<file path="src/rtl/sps_pkg.sv">
package sps_pkg;
    typedef enum logic {
        SPS_IN  = 1'b0,
        SPS_OUT = 1'b1
    } sps_dir_e;
endpackage

</file>
<file path="src/rtl/sps_sync.sv">
module sps_sync #(
    parameter int               WIDTH   = 1,
    parameter int               STAGES  = 2,
    parameter logic [WIDTH-1:0] RST_VAL = '0
) (
    input  logic             clk,
    input  logic             rst_n,
    input  logic [WIDTH-1:0] d,
    output logic [WIDTH-1:0] q
);
    logic [WIDTH-1:0] stage_q [STAGES];

    for (genvar i = 0; i < STAGES; i++) begin : g_stage
        if (i == 0) begin : g_first
            always_ff @(posedge clk or negedge rst_n) begin
                if (!rst_n) stage_q[i] <= RST_VAL;
                else        stage_q[i] <= d;
            end
        end else begin : g_next
            always_ff @(posedge clk or negedge rst_n) begin
                if (!rst_n) stage_q[i] <= RST_VAL;
                else        stage_q[i] <= stage_q[i-1];
            end
        end
    end

    assign q = stage_q[STAGES-1];
endmodule

</file>
<file path="src/rtl/serial_port_shifter.sv">
module serial_port_shifter
    import sps_pkg::*;
#(
    parameter int DATA_W      = 8,
    parameter int SYNC_STAGES = 2
) (
    input  logic              clk,
    input  logic              rst_n,
    input  logic              dir_out,
    input  logic              wr_en,
    input  logic [DATA_W-1:0] wr_data,
    output logic [DATA_W-1:0] rd_data,
    input  logic              tick,
    input  logic              cnt_in,
    output logic              cnt_out,
    output logic              cnt_oe,
    input  logic              sp_in,
    output logic              sp_out,
    output logic              sp_oe,
    output logic              irq
);
    localparam int                CNT_W = (DATA_W > 2) ? $clog2(DATA_W) : 1;
    localparam logic [CNT_W-1:0]  LAST  = CNT_W'(DATA_W - 1);

    typedef struct packed {
        sps_dir_e          mode;
        logic [DATA_W-1:0] dreg;
        logic              pend;
        logic              active;
        logic [DATA_W-1:0] shreg;
        logic [CNT_W-1:0]  bitcnt;
        logic              cnt;
        logic              sp;
        logic              irq;
        logic              cnt_prev;
    } state_t;

    state_t s_d, s_q;
    logic   cnt_sync, sp_sync, rx_rise;

    sps_sync #(
        .WIDTH  (2),
        .STAGES (SYNC_STAGES),
        .RST_VAL(2'b10)
    ) u_sync (
        .clk  (clk),
        .rst_n(rst_n),
        .d    ({cnt_in, sp_in}),
        .q    ({cnt_sync, sp_sync})
    );

    assign rx_rise = cnt_sync & ~s_q.cnt_prev;

    always_comb begin
        s_d          = s_q;
        s_d.irq      = 1'b0;
        s_d.cnt_prev = cnt_sync;
        if (wr_en) s_d.dreg = wr_data;

        if (sps_dir_e'(dir_out) != s_q.mode) begin
            // direction change: abort and restart cleanly
            s_d.mode   = sps_dir_e'(dir_out);
            s_d.pend   = wr_en & dir_out;
            s_d.active = 1'b0;
            s_d.bitcnt = '0;
            s_d.cnt    = 1'b1;
            s_d.shreg  = '0;
        end else if (s_q.mode == SPS_OUT) begin
            if (wr_en) s_d.pend = 1'b1;
            if (!s_q.active) begin
                if (s_q.pend) begin
                    s_d.active = 1'b1;
                    s_d.shreg  = s_q.dreg;
                    s_d.bitcnt = '0;
                    s_d.pend   = wr_en;
                end
            end else if (tick) begin
                if (s_q.cnt) begin
                    s_d.cnt   = 1'b0;
                    s_d.sp    = s_q.shreg[DATA_W-1];
                    s_d.shreg = s_q.shreg << 1;
                end else begin
                    s_d.cnt = 1'b1;
                    if (s_q.bitcnt == LAST) begin
                        s_d.bitcnt = '0;
                        if (s_q.pend) begin
                            s_d.shreg = s_q.dreg;
                            s_d.pend  = wr_en;
                        end else begin
                            s_d.active = 1'b0;
                            s_d.irq    = 1'b1;
                        end
                    end else begin
                        s_d.bitcnt = s_q.bitcnt + 1'b1;
                    end
                end
            end
        end else begin
            if (rx_rise) begin
                s_d.shreg = {s_q.shreg[DATA_W-2:0], sp_sync};
                if (s_q.bitcnt == LAST) begin
                    s_d.bitcnt = '0;
                    s_d.dreg   = {s_q.shreg[DATA_W-2:0], sp_sync};
                    s_d.irq    = 1'b1;
                end else begin
                    s_d.bitcnt = s_q.bitcnt + 1'b1;
                end
            end
        end
    end

    always_ff @(posedge clk or negedge rst_n) begin
        if (!rst_n) begin
            s_q          <= '0;
            s_q.mode     <= SPS_IN;
            s_q.cnt      <= 1'b1;
            s_q.cnt_prev <= 1'b1;
        end else begin
            s_q <= s_d;
        end
    end

    assign rd_data = s_q.dreg;
    assign cnt_out = s_q.cnt;
    assign sp_out  = s_q.sp;
    assign cnt_oe  = (s_q.mode == SPS_OUT);
    assign sp_oe   = (s_q.mode == SPS_OUT);
    assign irq     = s_q.irq;


    irq_strobe_chk: assert property (@(posedge clk) disable iff (!rst_n)
        irq |=> !irq);


    sp_on_fall_chk: assert property (@(posedge clk) disable iff (!rst_n)
        (cnt_oe && $changed(sp_out)) |-> $fell(cnt_out));


    fall_needs_tick_chk: assert property (@(posedge clk) disable iff (!rst_n)
        $fell(cnt_out) |-> $past(tick));


    input_quiet_chk: assert property (@(posedge clk) disable iff (!rst_n)
        (!cnt_oe && !dir_out) |=> ($stable(cnt_out) && $stable(sp_out) && !cnt_oe));


    switch_idle_chk: assert property (@(posedge clk) disable iff (!rst_n)
        (dir_out != cnt_oe) |=> (cnt_out && (cnt_oe == $past(dir_out))));


    oe_pair_chk: assert property (@(posedge clk) disable iff (!rst_n)
        cnt_oe == sp_oe);
endmodule

</file>
<file path="config.mk">
export PLATFORM = sky130hd
export DESIGN_NAME = serial_port_shifter
export DESIGN_NICKNAME = d
export VERILOG_FILES = /design/src/rtl/sps_pkg.sv /design/src/rtl/sps_sync.sv /design/src/rtl/serial_port_shifter.sv
export SDC_FILE = /design/constraint.sdc
export NUM_CORES = 1
export LEC_CHECK = 0
export BUFFER_PORTS_ARGS = -buffer_cell sky130_fd_sc_hd__buf_4
export CAP_MARGIN = 30
export CORE_UTILIZATION = 58
export DETAILED_ROUTE_END_ITERATION = 6
export PLACE_DENSITY = 0.91
export SLEW_MARGIN = 20
export SYNTH_ARGS = -nofsm -noshare
export SYNTH_HDL_FRONTEND = slang
export SYNTH_HIERARCHICAL = 1
export SYNTH_SLANG_ARGS = --single-unit
</file>
<file path="constraint.sdc">
create_clock -name clk -period 5.7 [get_ports clk]
set_input_delay 1.71 -clock clk [delete_from_list [all_inputs] [get_ports clk]]
set_output_delay 1.71 -clock clk [all_outputs]
set_load 0.01 [all_outputs]
</file>
==> impl_metrics.py <==
metrics = {
    "hold_path": {
        "whs_path_depth": 0,
        "worstHoldPathType": "flip-flop to flip-flop",
    },
    "sta": {
        "worstMarginPinSlew_ns": 0.641,
        "fmax_mhz": 322,
        "clock_skew_ns": 0.0133,
        "maxSlewHeadroom_pct": 57.1,
        "rsz0062_at_grt": "no",
        "finalMaxSlewViolations": 0,
        "final-setup-viol-count": 0,
        "final.period_utilization_pct": 54.6,
        "setup_tns_ns": 0,
        "period_needed_ns": 3.11,
        "hold_viol_final": 0,
    },
    "detailed_routing": {
        "num_vias": 1111,
        "drcViolationCount": 0,
        "avgRoutedWirePerCell_um": 15.8,
        "first_pass_iters": 4,
        "drt-initial-drc-count": 27,
        "wl_um": 2990,
        "detail-route-antenna-nets": 0,
        "avgViaCountPerCell": 5.88,
    },
    "floorplan": {
        "coreArea_mm2": 0.00248,
        "rows": 18,
        "die_height_um": 53.4,
        "die_area_mm2": 0.00285,
        "start_util_pct": 61.9,
        "die_x_um": 53.4,
        "ioPinCount": 28,
    },
    "clock_network": {
        "holdBufCountCts": 0,
        "cts_tree": "built",
        "cts_setup_buffers": 0,
        "h-tree-depth": 2,
        "max-clock-path-buffers": 2,
        "cts-resized-gates": 0,
        "clock_sinks": 30,
        "cts.clk_slew.worst_paths_ns": 0.08,
        "worstSkewPairLatency_ns": 0.34,
        "cts_root_buf": "clkbuf_4",
        "cts_buffers": 5,
    },
    "yosys": {
        "ys_warn_count": 6,
        "synth.distinct_cells": 33,
        "ys_async_sr_fraction_pct": 100,
        "syn_area_per_cell_um2": 10.8,
        "synth_edf_count": 0,
        "synth_common_cells": "dfrtp_1, a21oi_1, buf_4",
        "ys_ff_latch": 30,
        "ys.flop_type": "dfrtp_1",
        "syn_area_mm2": 0.00153,
        "yosys.area.top_type": "dfrtp_1",
        "synth_most_common_cell": "dfrtp_1",
        "synth_top_area_share_pct": 42.4,
        "syn_inst": 142,
        "synthesis.nets": 161,
        "ys_seq_area_share_pct": 49.3,
        "synth.area.top_cells": "dfrtp_1, dfstp_2, mux2i_1, buf_4, a22oi_1",
    },
    "setup_path": {
        "crit_arrival_ns": 3.36,
        "worstSetupPathType": "input pin to flip-flop",
        "crit_fanout": 11,
        "required_ns": 5.95,
        "startpoint_type": "input pin",
        "crit_end": "s_q[13]",
        "reg2reg_setup_slack_ns": 3.32,
        "r2r-end": "s_q[13]",
        "reg2reg_depth": 6,
        "timing.rr.start": "cnt_oe",
        "setup.worst_path.start": "dir_out",
        "cp-end-kind": "flip-flop",
    },
    "pwr": {
        "finalPower_mw": 0.765,
        "p_leak_nw": 0.821,
        "pwr_density_cell_mw_per_mm2": 445,
        "peakVddDrop_mv": 0.323,
    },
    "place": {
        "gpl.final_weighted_congestion": 0.785,
        "hpwl_um": 2170,
        "io_buffers": 27,
    },
    "finish": {
        "nets": 177,
        "drive_gt1_share_pct": 27.7,
        "diodes": 0,
        "syn_to_final_growth_pct": 12.0,
    },
    "global_routing": {
        "grt_max_degree": 31,
        "grt_pass1_vias": 1100,
        "grt_pass1_wl_um": 4960,
        "grt-ovfl-total": 0,
        "antenna_found_initial": 0,
        "grt_usage_pct": 25.4,
    },
    "status": {
        "status": "finished clean",
    },
    "job": {
        "drv_cap": 0,
    },
}
-- cell type report --
cell class / count / area [um2]
Clock buffer: 5 / 37.5
Clock inverter: 3 / 40.0
Fill cell: 185 / 759
Inverter: 6 / 22.5
Multi-Input combinational cell: 88 / 622
Sequential cell: 30 / 756
Tap cell: 30 / 37.5
Timing Repair Buffer: 27 / 203
-- where the power goes --
| group | internal (mW) | total, mW | switching [mW] |
|---|---|---|---|
| Sequential | 0.267 | 0.332 | 0.0655 |
| Clock | 0.0908 | 0.167 | 0.0759 |
| Combinational | 0.119 | 0.266 | 0.147 |
| Total | 0.477 | 0.765 | 0.288 |
-- worst min-delay path by stage --
stage / from / to / slack, ns
after floorplan: u_sync/stage_q[2] / u_sync/q[0] / 0.33
after CTS: u_sync/stage_q[2] / u_sync/q[0] / 0.36
after global routing: u_sync/stage_q[2] / u_sync/q[0] / 0.36
after detailed placement: u_sync/stage_q[2] / u_sync/q[0] / 0.34
after global placement: u_sync/stage_q[2] / u_sync/q[0] / 0.34
final: u_sync/stage_q[2] / u_sync/q[0] / 0.35
-- placed cells by master, fill, tap and decap left out, types with 2 or more instances in the layout --
cell type / instances
o2bb2ai_1: 8
a22oi_1: 10
inv_1: 6
clkinv_2: 2
nand3_1: 3
clkbuf_4: 5
nand2_1: 6
nor2_1: 10
a31oi_1: 2
dfrtp_1: 26
ha_1: 4
buf_4: 27
nor2b_1: 2
a21oi_1: 11
nand2b_1: 3
o21ai_0: 4
dfstp_2: 4
mux2_2: 2
mux2i_1: 10
-- sequential cells by signal, indices dropped and copies added (netlist names) --
register / cells
s_q: 14
rd_data: 8
u_sync/q: 2
u_sync/stage_q: 2
cnt_oe: 1
cnt_out: 1
irq: 1
sp_out: 1
-- worst max-delay path: stages --
cell and delay [ns]:
buf_4 0.10, inv_1 0.04, ha_1 0.43, nor2b_2 0.24, nand2_1 0.09, o211ai_1 0.55, o2bb2ai_1 0.19
-- kinds of logic (layout without fill, tap and decap cells) --
logic type,Yosys count,after routing,synth area share [%]
AO/OA/AOI/OAI,42,42,18.8
adder cells (fa/ha/maj),4,4,3.26
buffers and inverters,24,41,10.2
flip-flops,30,30,49.3
multiplexers,12,12,7.99
AND/OR/NAND/NOR,30,30,10.4
-- per-stage QoR --
| step | instances | instance area (um2) | worst slack (ns) | hold slack [ns] | utilization [%] |
|---|---|---|---|---|---|
| 2_1_floorplan | 142 | 1530 | 2.55 | 0.331 | - |
| 3_5_place_dp | 181 | 1640 | 2.27 | 0.337 | 66.2 |
| 4_1_cts | 189 | 1720 | 2.62 | 0.358 | 69.3 |
| 6_report | 189 | 1720 | 2.59 | 0.355 | 69.3 |
| 3_3_place_gp | 181 | 1640 | 2.36 | 0.336 | 66.2 |
| 5_1_grt | 189 | 1720 | 2.46 | 0.361 | 69.3 |
-- routing by layer --
layer	vias to the layer above	global-route usage (%)	part of all wire (%)
met5	-	0	0
met3	6	8.33	5.2
met2	33	42.7	53
met4	0	8.77	1.4
met1	543	30.0	41
li1	529	-	-
No activity file was read; power rests on OpenSTA's default activity.
